--- src/rtl/trap_pkg.sv ---
package trap_pkg;
  typedef enum logic [1:0] {
    ST_IDLE = 2'd0,
    ST_PUSH = 2'd1,
    ST_LOAD = 2'd2,
    ST_POP  = 2'd3
  } seq_st_t;

  localparam int FRAME_WORDS = 6;
  localparam int NSRC        = 4;
  // request slot positions, also the priority order (lowest wins)
  localparam int SRC_VIOL = 0;
  localparam int SRC_TICK = 1;
  localparam int SRC_SWI  = 2;
  localparam int SRC_RET  = 3;
endpackage

--- src/rtl/trap_arb.sv ---
module trap_arb #(
  parameter int N = 4
) (
  input  logic         clk,
  input  logic         rst_n,
  input  logic [N-1:0] req,
  input  logic         idle,
  output logic [N-1:0] grant,
  output logic [N-1:0] pend
);
  logic [N-1:0] cand;
  logic [N-1:0] pend_d;
  logic         found;

  assign cand = pend | req;

  always_comb begin
    grant = '0;
    found = 1'b0;
    for (int i = 0; i < N; i++) begin
      if (idle && cand[i] && !found) begin
        grant[i] = 1'b1;
        found    = 1'b1;
      end
    end
    pend_d = cand & ~grant;
  end

  always_ff @(posedge clk or negedge rst_n) begin
    if (!rst_n) pend <= '0;
    else        pend <= pend_d;
  end
endmodule

--- src/rtl/trap_frame.sv ---
module trap_frame #(
  parameter int DW      = 32,
  parameter int PRIVPOS = 12
) (
  input  logic [2:0]    sel,
  input  logic          lvl,
  input  logic [DW-1:0] ss,
  input  logic [DW-1:0] sp,
  input  logic [DW-1:0] flags,
  input  logic [DW-1:0] cs,
  input  logic [DW-1:0] ip,
  input  logic [DW-1:0] err,
  output logic [DW-1:0] word
);
  logic [DW-1:0] fl_mix;

  always_comb begin
    fl_mix          = flags;
    fl_mix[PRIVPOS] = lvl;
    case (sel)
      3'd0:    word = ss;
      3'd1:    word = sp;
      3'd2:    word = fl_mix;
      3'd3:    word = cs;
      3'd4:    word = ip;
      default: word = err;
    endcase
  end
endmodule

--- src/rtl/trap_seq.sv ---
module trap_seq #(
  parameter int              DW       = 32,
  parameter int              VW       = 8,
  parameter logic [DW-1:0]   KSP_TOP  = 32'h0000_1000,
  parameter logic [VW-1:0]   TMR_VEC  = 8'd32,
  parameter logic [VW-1:0]   VIOL_VEC = 8'd13,
  parameter logic [DW-1:0]   VIOL_ERR = 32'h0000_0001,
  parameter int              PRIVPOS  = 12
) (
  input  logic          clk,
  input  logic          rst_n,
  input  logic          swi_req,
  input  logic [VW-1:0] swi_vec,
  input  logic          tick,
  input  logic          priv_wr,
  input  logic          priv_wdata,
  input  logic          iret,
  input  logic [DW-1:0] ctx_ss,
  input  logic [DW-1:0] ctx_sp,
  input  logic [DW-1:0] ctx_flags,
  input  logic [DW-1:0] ctx_cs,
  input  logic [DW-1:0] ctx_ip,
  output logic [VW-1:0] tbl_idx,
  input  logic [DW-1:0] tbl_ip,
  input  logic          tbl_priv,
  output logic          mem_we,
  output logic [DW-1:0] mem_addr,
  output logic [DW-1:0] mem_wdata,
  output logic          mem_re,
  output logic [DW-1:0] mem_raddr,
  input  logic [DW-1:0] mem_rdata,
  output logic          busy,
  output logic          ip_load,
  output logic [DW-1:0] ip_out,
  output logic [DW-1:0] cs_out,
  output logic [DW-1:0] flags_out,
  output logic [DW-1:0] sp_out,
  output logic [DW-1:0] ss_out,
  output logic          priv,
  output logic [DW-1:0] ksp
);
  import trap_pkg::*;

  localparam logic [DW-1:0] WB          = DW'(DW / 8);
  localparam logic [DW-1:0] FRAME_BYTES = DW'(FRAME_WORDS * (DW / 8));
  localparam logic [2:0]    LAST_IDX    = 3'(FRAME_WORDS - 1);

  seq_st_t       st_q, st_d;
  logic [2:0]    idx_q, idx_d;
  logic [VW-1:0] vec_q, vec_d, swv_q, swv_d;
  logic [DW-1:0] err_q, err_d;
  logic [DW-1:0] fss_q, fss_d, fsp_q, fsp_d, ffl_q, ffl_d, fcs_q, fcs_d, fip_q, fip_d;
  logic          lvl_q, lvl_d;
  logic [DW-1:0] rip_q, rip_d, rcs_q, rcs_d, rfl_q, rfl_d, rsp_q, rsp_d;
  logic [DW-1:0] ip_d, cs_d, fl_d, sp_d, ss_d, ksp_d;
  logic          priv_d, load_d;
  logic [NSRC-1:0] req, grant, pend;
  logic          idle;

  assign idle = (st_q == ST_IDLE);
  assign req[SRC_VIOL] = priv_wr & ~priv;
  assign req[SRC_TICK] = tick;
  assign req[SRC_SWI]  = swi_req;
  assign req[SRC_RET]  = iret;

  trap_arb #(.N(NSRC)) u_arb (
    .clk(clk), .rst_n(rst_n), .req(req), .idle(idle), .grant(grant), .pend(pend)
  );

  trap_frame #(.DW(DW), .PRIVPOS(PRIVPOS)) u_frame (
    .sel(idx_q), .lvl(lvl_q), .ss(fss_q), .sp(fsp_q), .flags(ffl_q),
    .cs(fcs_q), .ip(fip_q), .err(err_q), .word(mem_wdata)
  );

  assign busy      = !idle;
  assign tbl_idx   = vec_q;
  assign mem_we    = (st_q == ST_PUSH);
  assign mem_addr  = ksp - WB;
  assign mem_re    = (st_q == ST_POP);
  assign mem_raddr = ksp + DW'(idx_q) * WB;

  always_comb begin
    st_d = st_q;   idx_d = idx_q;  vec_d = vec_q;  err_d = err_q;
    fss_d = fss_q; fsp_d = fsp_q;  ffl_d = ffl_q;  fcs_d = fcs_q; fip_d = fip_q;
    lvl_d = lvl_q; rip_d = rip_q;  rcs_d = rcs_q;  rfl_d = rfl_q; rsp_d = rsp_q;
    ip_d = ip_out; cs_d = cs_out;  fl_d = flags_out; sp_d = sp_out; ss_d = ss_out;
    ksp_d = ksp;   priv_d = priv;  load_d = 1'b0;
    swv_d = (swi_req && !pend[SRC_SWI]) ? swi_vec : swv_q;
    case (st_q)
      ST_IDLE: begin
        if (|grant[SRC_SWI:SRC_VIOL]) begin
          fss_d = ctx_ss; fsp_d = ctx_sp; ffl_d = ctx_flags;
          fcs_d = ctx_cs; fip_d = ctx_ip; lvl_d = priv;
          idx_d = 3'd0;   st_d = ST_PUSH;
          err_d = grant[SRC_VIOL] ? VIOL_ERR : '0;
          if (grant[SRC_VIOL])      vec_d = VIOL_VEC;
          else if (grant[SRC_TICK]) vec_d = TMR_VEC;
          else                      vec_d = pend[SRC_SWI] ? swv_q : swi_vec;
        end else if (grant[SRC_RET]) begin
          idx_d = 3'd1;  st_d = ST_POP;
        end else if (priv_wr && priv) begin
          priv_d = priv_wdata;
        end
      end
      ST_PUSH: begin
        ksp_d = ksp - WB;
        if (idx_q == LAST_IDX) st_d = ST_LOAD;
        else                   idx_d = idx_q + 3'd1;
      end
      ST_LOAD: begin
        ip_d = tbl_ip; priv_d = tbl_priv; load_d = 1'b1; st_d = ST_IDLE;
      end
      default: begin
        idx_d = idx_q + 3'd1;
        case (idx_q)
          3'd1: rip_d = mem_rdata;
          3'd2: rcs_d = mem_rdata;
          3'd3: rfl_d = mem_rdata;
          3'd4: rsp_d = mem_rdata;
          default: begin
            ss_d = mem_rdata; ip_d = rip_q; cs_d = rcs_q; fl_d = rfl_q; sp_d = rsp_q;
            priv_d = rfl_q[PRIVPOS]; ksp_d = ksp + FRAME_BYTES;
            load_d = 1'b1; st_d = ST_IDLE;
          end
        endcase
      end
    endcase
  end

  always_ff @(posedge clk or negedge rst_n) begin
    if (!rst_n) begin
      st_q <= ST_IDLE; idx_q <= '0; vec_q <= '0; swv_q <= '0; err_q <= '0;
      fss_q <= '0; fsp_q <= '0; ffl_q <= '0; fcs_q <= '0; fip_q <= '0; lvl_q <= 1'b0;
      rip_q <= '0; rcs_q <= '0; rfl_q <= '0; rsp_q <= '0;
      ip_out <= '0; cs_out <= '0; flags_out <= '0; sp_out <= '0; ss_out <= '0;
      ksp <= KSP_TOP; priv <= 1'b0; ip_load <= 1'b0;
    end else begin
      st_q <= st_d; idx_q <= idx_d; vec_q <= vec_d; swv_q <= swv_d; err_q <= err_d;
      fss_q <= fss_d; fsp_q <= fsp_d; ffl_q <= ffl_d; fcs_q <= fcs_d; fip_q <= fip_d;
      lvl_q <= lvl_d;
      rip_q <= rip_d; rcs_q <= rcs_d; rfl_q <= rfl_d; rsp_q <= rsp_d;
      ip_out <= ip_d; cs_out <= cs_d; flags_out <= fl_d; sp_out <= sp_d; ss_out <= ss_d;
      ksp <= ksp_d; priv <= priv_d; ip_load <= load_d;
    end
  end
endmodule

--- config.mk ---
export PLATFORM = sky130hd
export DESIGN_NAME = trap_seq
export DESIGN_NICKNAME = d
export VERILOG_FILES = /design/src/rtl/trap_pkg.sv /design/src/rtl/trap_arb.sv /design/src/rtl/trap_frame.sv /design/src/rtl/trap_seq.sv
export SDC_FILE = /design/constraint.sdc
export NUM_CORES = 1
export LEC_CHECK = 0
export ABC_AREA = 1
export BUFFER_PORTS_ARGS = -buffer_cell sky130_fd_sc_hd__buf_4
export CORE_ASPECT_RATIO = 0.8
export CORE_MARGIN = 5
export CORE_UTILIZATION = 55
export CTS_BUF_LIST = sky130_fd_sc_hd__clkbuf_4
export DETAILED_ROUTE_END_ITERATION = 8
export HOLD_SLACK_MARGIN = 0.02
export PLACE_DENSITY = 0.91
export SLEW_MARGIN = 10
export SYNTH_ARGS = -nofsm -noshare
export SYNTH_HDL_FRONTEND = slang
export SYNTH_SLANG_ARGS = --single-unit
--- constraint.sdc ---
create_clock -name clk -period 2.4 [get_ports clk]
set_input_delay 0 -clock clk [delete_from_list [all_inputs] [get_ports clk]]
set_output_delay 0 -clock clk [all_outputs]
set_load 0.01 [all_outputs]
==> results.ini, run 1 <==
[outcome]
status = aborted with a tool error
lastStage = global routing
error = [ERROR GRT-0116] Global routing finished with congestion. Check the congestion regions in the DRC Viewer.

[yosys]
synth.distinct_cells = 37
syn_inst = 2711
yosys-top-cells-area = dfrtp_1 56%, nand2_1 16%, o21ai_0 7.5%, inv_1 4.4%, nor2_1 2.8%
ys_ff_latch = 506
seq_area_frac_synth = 0.560
synth.avg_cell_area_um2 = 8.34
yosys.area.top_type = dfrtp_1
syn_area_mm2 = 0.0226
yosysWarningCount = 0
synth_top_area_frac = 0.559

[global_routing]
grt_max_degree = 100
grtUsageTotal = 0.792
grt_pass1_wl_um = 260000
first_global_vias = 35600
grt-ovfl-total = 187

[clock_tree]
cts.sinks = 506
h-tree-depth = 3
clockBufferDepth = 3
cts_root_buffer = clkbuf_4
numCtsBuffers = 119

[placement]
portBuffers = 533
dpl.hpwl_um = 54300
gp_congestion = 0.961
placed_cell_area_mm2 = 0.0271

[die]
die_y_um = 191
die_w_um = 237
std_cell_rows = 66
start_util = 0.556
io_pins = 541

## per-layer routing
metal / global-route usage / GRT overflow
met1: 0.774 / 16
met2: 0.898 / 78
met3: 0.738 / 15
met4: 0.753 / 75
met5: 0.545 / 3
## logic make-up after synthesis
kind of cell               count (synthesis)  synth area share
AOI/OAI and AO/OA                        501             0.122
xor gates and xnor gates                  48            0.0186
other                                      1          0.000166
and+or+nand+nor                         1227             0.213
DFF                                      506             0.560
adders and majority gates                 12           0.00697
buffers and inverters                    416            0.0789
## what timing repair did
item | in CTS
buffers inserted | 90
hold endpoints to repair | 885
resized for setup | 341
gates cloned | 9
pin swaps | 59
setup endpoints to repair | 85
hold buffers | 502
## synth_stat cells
cell type / number
inv_2: 6
dfrtp_1: 505
fa_1: 1
nor3_2: 1
o211ai_1: 8
dfstp_2: 1
ha_1: 11
a31oi_1: 34
o31ai_1: 1
nor2_4: 3
nand3_2: 2
nor2_2: 7
xnor2_1: 1
buf_6: 13
o21ai_1: 25
nand2_1: 963
a221oi_1: 19
inv_1: 264
nand2_4: 1
o311ai_1: 3
buf_4: 13
nand3_1: 54
nand3b_1: 1
a21oi_2: 1
and2_1: 3
nor3_1: 4
nand4_1: 18
o21ai_0: 337
o221ai_1: 16
a21oi_1: 25
buf_2: 60
xor2_1: 47
conb_1: 1
nor2_8: 1
clkbuf_1: 60
nor2_1: 169
o22ai_1: 32
## through the flow
stage	setup WS (ns)	std cells	TNS (ns)	hold WS (ns)
CTS	-0.520	4486	-22.42	0.0320
detailed placement	0.136	3698	0	0.0229
global placement	0.174	3698	0	0.0255
floorplan	0.370	2716	0	-0.296
==> run 2, diff against run 1 <==
CORE_ASPECT_RATIO = default   (was 0.8)
CORE_UTILIZATION = 40   (was 55)
CTS_BUF_LIST = default   (was sky130_fd_sc_hd__clkbuf_4)
HOLD_SLACK_MARGIN = default   (was 0.02)
PLACE_DENSITY = default   (was 0.91)
PLACE_DENSITY_LB_ADDON = 0.15   (was default)
==> run 2 against run 1 <==
Compared with the run above:
- the flow now finishes, with violations (negative setup slack)
- synthesized cell count unchanged
- synthesized area stayed put
==> results.ini, run 2 <==
[global_routing]
grt_use_met1 = 0.346
grt-ovfl-total = 0
top_usage_layer = met2
grtUsageTotal = 0.259
grt_max_degree = 142
first_global_vias = 21900
met2_usage = 0.424
antenna_found_initial = 9
use_met3 = 0.0528
grt_pass1_wl_um = 125000

[die]
std_cell_rows = 87  ; +32%
die_w_um = 248  ; +4.7%
core_area_mm2 = 0.0562
start_util = 0.402  ; -0.154
die_area_mm2 = 0.0614
die_y_um = 248  ; +29%
io_pins = 541  ; unchanged

[yosys]
syn_area_mm2 = 0.0226  ; unchanged
yosys-top-cells-area = dfrtp_1 56%, nand2_1 16%, o21ai_0 7.5%, inv_1 4.4%, nor2_1 2.8%
syn_inst = 2711  ; unchanged
yosysWarningCount = 0  ; unchanged
synth_top_family_by_area = simple AND/OR/NAND/NOR gates
synth-edff-count = 0  ; unchanged
synthArstFlopShare = 1.00  ; unchanged
synthFlopType = dfrtp_1
synth.avg_cell_area_um2 = 8.34  ; unchanged
yosys.area_share.simple = 0.213  ; unchanged
synth_fa_ha_area_frac = 0.00697  ; unchanged
synth_top_area_frac = 0.559  ; unchanged
synthTopCellsByCount = 963 x nand2_1, 505 x dfrtp_1, 337 x o21ai_0
synthXorXnorAreaFrac = 0.0186  ; unchanged
seq_area_frac_synth = 0.560  ; unchanged
synth_most_common_cell = nand2_1
synth.distinct_cells = 37  ; unchanged
synth_compound_area_frac = 0.122  ; unchanged
yosys.area.top_type = dfrtp_1
muxShareOfSynthArea = 0  ; unchanged
ys_ff_latch = 506  ; unchanged

[worst_setup_path]
cp.required_ns = 2.40
cp_data_arrival_time_ns = 2.61
crit_start = idx_q[0]
crit_path_end_kind = primary output
r2r_cells = 13
critPathLaunchType = flop
cp_max_fo = 8
r2r_start = idx_q[0]
cp-endpoint = mem_wdata[1]
crit_type = flop to primary output
reg2reg_to = ksp[3]
r2r_setup_slack_ns = 0

[route]
wl_um = 87000
vias_per_cell = 5.08
post-route-drc-count = 0
num_vias = 22100
ant_nets = 0
drtPass1Iterations = 5
first_iter_violations = 1805
routedWlPerCell_um = 20.0

[clock_tree]
clk_latency_ns = 0.62
cts_tree = done
numCtsBuffers = 55  ; -54%
h-tree-depth = 2  ; -1
clkTransAtPathRegs_ns = 0.06
clockBufferDepth = 3  ; unchanged
cts_root_buffer = clkbuf_16
cts.sinks = 506  ; unchanged

[power_and_ir_drop]
vdd_drop_max_mv = 0.698
power_leakage_nw = 17.4
p_total_mw = 30.0
pwr_density_cell_mw_per_mm2 = 880

[finish]
drive_gt1_frac = 0.270
final_cells = 4353
mostFrequentLayoutCells = 942 x nand2_1, 617 x buf_4, 488 x dfrtp_1
layout_commonest_cell = nand2_1
final_core_utilization = 0.606
areaGrowthSynthToFinish_pct = 50.7
nets = 3796
finalInstanceArea_mm2 = 0.0341

[placement]
placed_cell_area_mm2 = 0.0275  ; +1.5%
gp_congestion = 0.923  ; -4.0%
portBuffers = 533  ; unchanged
placed_cells = 3923  ; +6.1%
dpl.hpwl_um = 56500  ; +4.1%

[outcome]
status = finished with violations
violations = negative setup slack

[sta]
final-hold-violation-count = 0
worstMarginPinSlew_ns = 0.547
layout_setup_ws_ns = -0.206
setup_violations = 44
maxSlewHeadroom = 0.635
clock_skew_ns = 0.0276
post-route-period-util = 1.09
fmax_mhz = 384
final_max_slew_viol_count = 0
finalCriticalPeriod_ns = 2.61
rsz0062_at_grt = yes

[worst_hold_path]
hold_class = input port to flop

[job]
drv_cap = 0

==> run 2: critical path, stage by stage (launching register included) <==
cell and delay, ns:
dfrtp_1 0.39, buf_4 0.14, buf_6 0.11, buf_8 0.13
ha_4 0.16, ha_4 0.18, inv_8 0.08, buf_12 0.13
buf_4 0.13, o22ai_4 0.08, a221oi_2 0.17, o21ai_1 0.15
buf_4 0.18
==> run 2: logic make-up (layout without fill, tap and decap cells) <==
group,count (synthesis),after routing
AOI/OAI and AO/OA,501,501
buffers and inverters,416,1288
xor gates and xnor gates,48,48
and+or+nand+nor,1227,1227
other,1,15
adders and majority gates,12,12
DFF,506,506
==> run 2: how the worst min path moves through the flow <==
stage | startpoint | end | slack, ns | cells after the start
after detailed placement | rst_n | ksp[23] | 0.03 | 1
after CTS | ctx_ss[10] | fss_q[10] | 0.10 | 4
after floorplan | rst_n | cs_out[0] | -0.30 | 0
final | mem_rdata[21] | rsp_q[21] | 0.14 | 4
after global placement | rst_n | swv_q[0] | 0.006 | 1
after global routing | ctx_ip[16] | fip_q[16] | 0.14 | 4
==> run 2: cell type report <==
cell class / count / area, um2
Fill cell: 4847 / 22100
Sequential cell: 506 / 12700
Multi-Input combinational cell: 1794 / 9320
Timing Repair Buffer: 914 / 8120
Clock buffer: 71 / 1540
Inverter: 270 / 1070
Tap cell: 756 / 946
Clock inverter: 30 / 338
Timing Repair inverter: 3 / 28.8
Antenna cell: 9 / 22.5
==> run 2: per-stage QoR <==
stage | setup TNS [ns] | worst slack (ns) | hold WS, ns
floorplan | 0 | 0.370 | -0.296
global placement | 0 | 0.192 | 0.00579
detailed placement | 0 | 0.157 | 0.0281
CTS | -2.78 | -0.294 | 0.104
global route | -8.68 | -0.317 | 0.140
finish | -4.37 | -0.206 | 0.141
==> run 2: metal layers <==
metal	routed length [um]	vias up	part of all wire
met5	13	-	0.00015
met4	3100	2	0.036
met3	6210	177	0.071
met2	41900	854	0.48
met1	35700	10800	0.41
li1	-	10300	-
==> run 2: repair_timing <==
| action | CTS | global route |
|---|---|---|
| setup buffers | 25 | 41 |
| hold buffers | 241 | 0 |
| endpoints found under the setup margin | 73 | 153 |
| cloned | 4 | 10 |
| hold endpoints to repair | 882 | 0 |
| resized for setup | 126 | 196 |
| pin swaps | 13 | 33 |
==> run 2: power by group <==
group	switching, mW	internal (mW)	total, mW
Sequential	1.48	10.7	12.2
Combinational	5.38	3.61	8.99
Clock	3.64	5.17	8.81
Power figures use the tool's default switching activity.
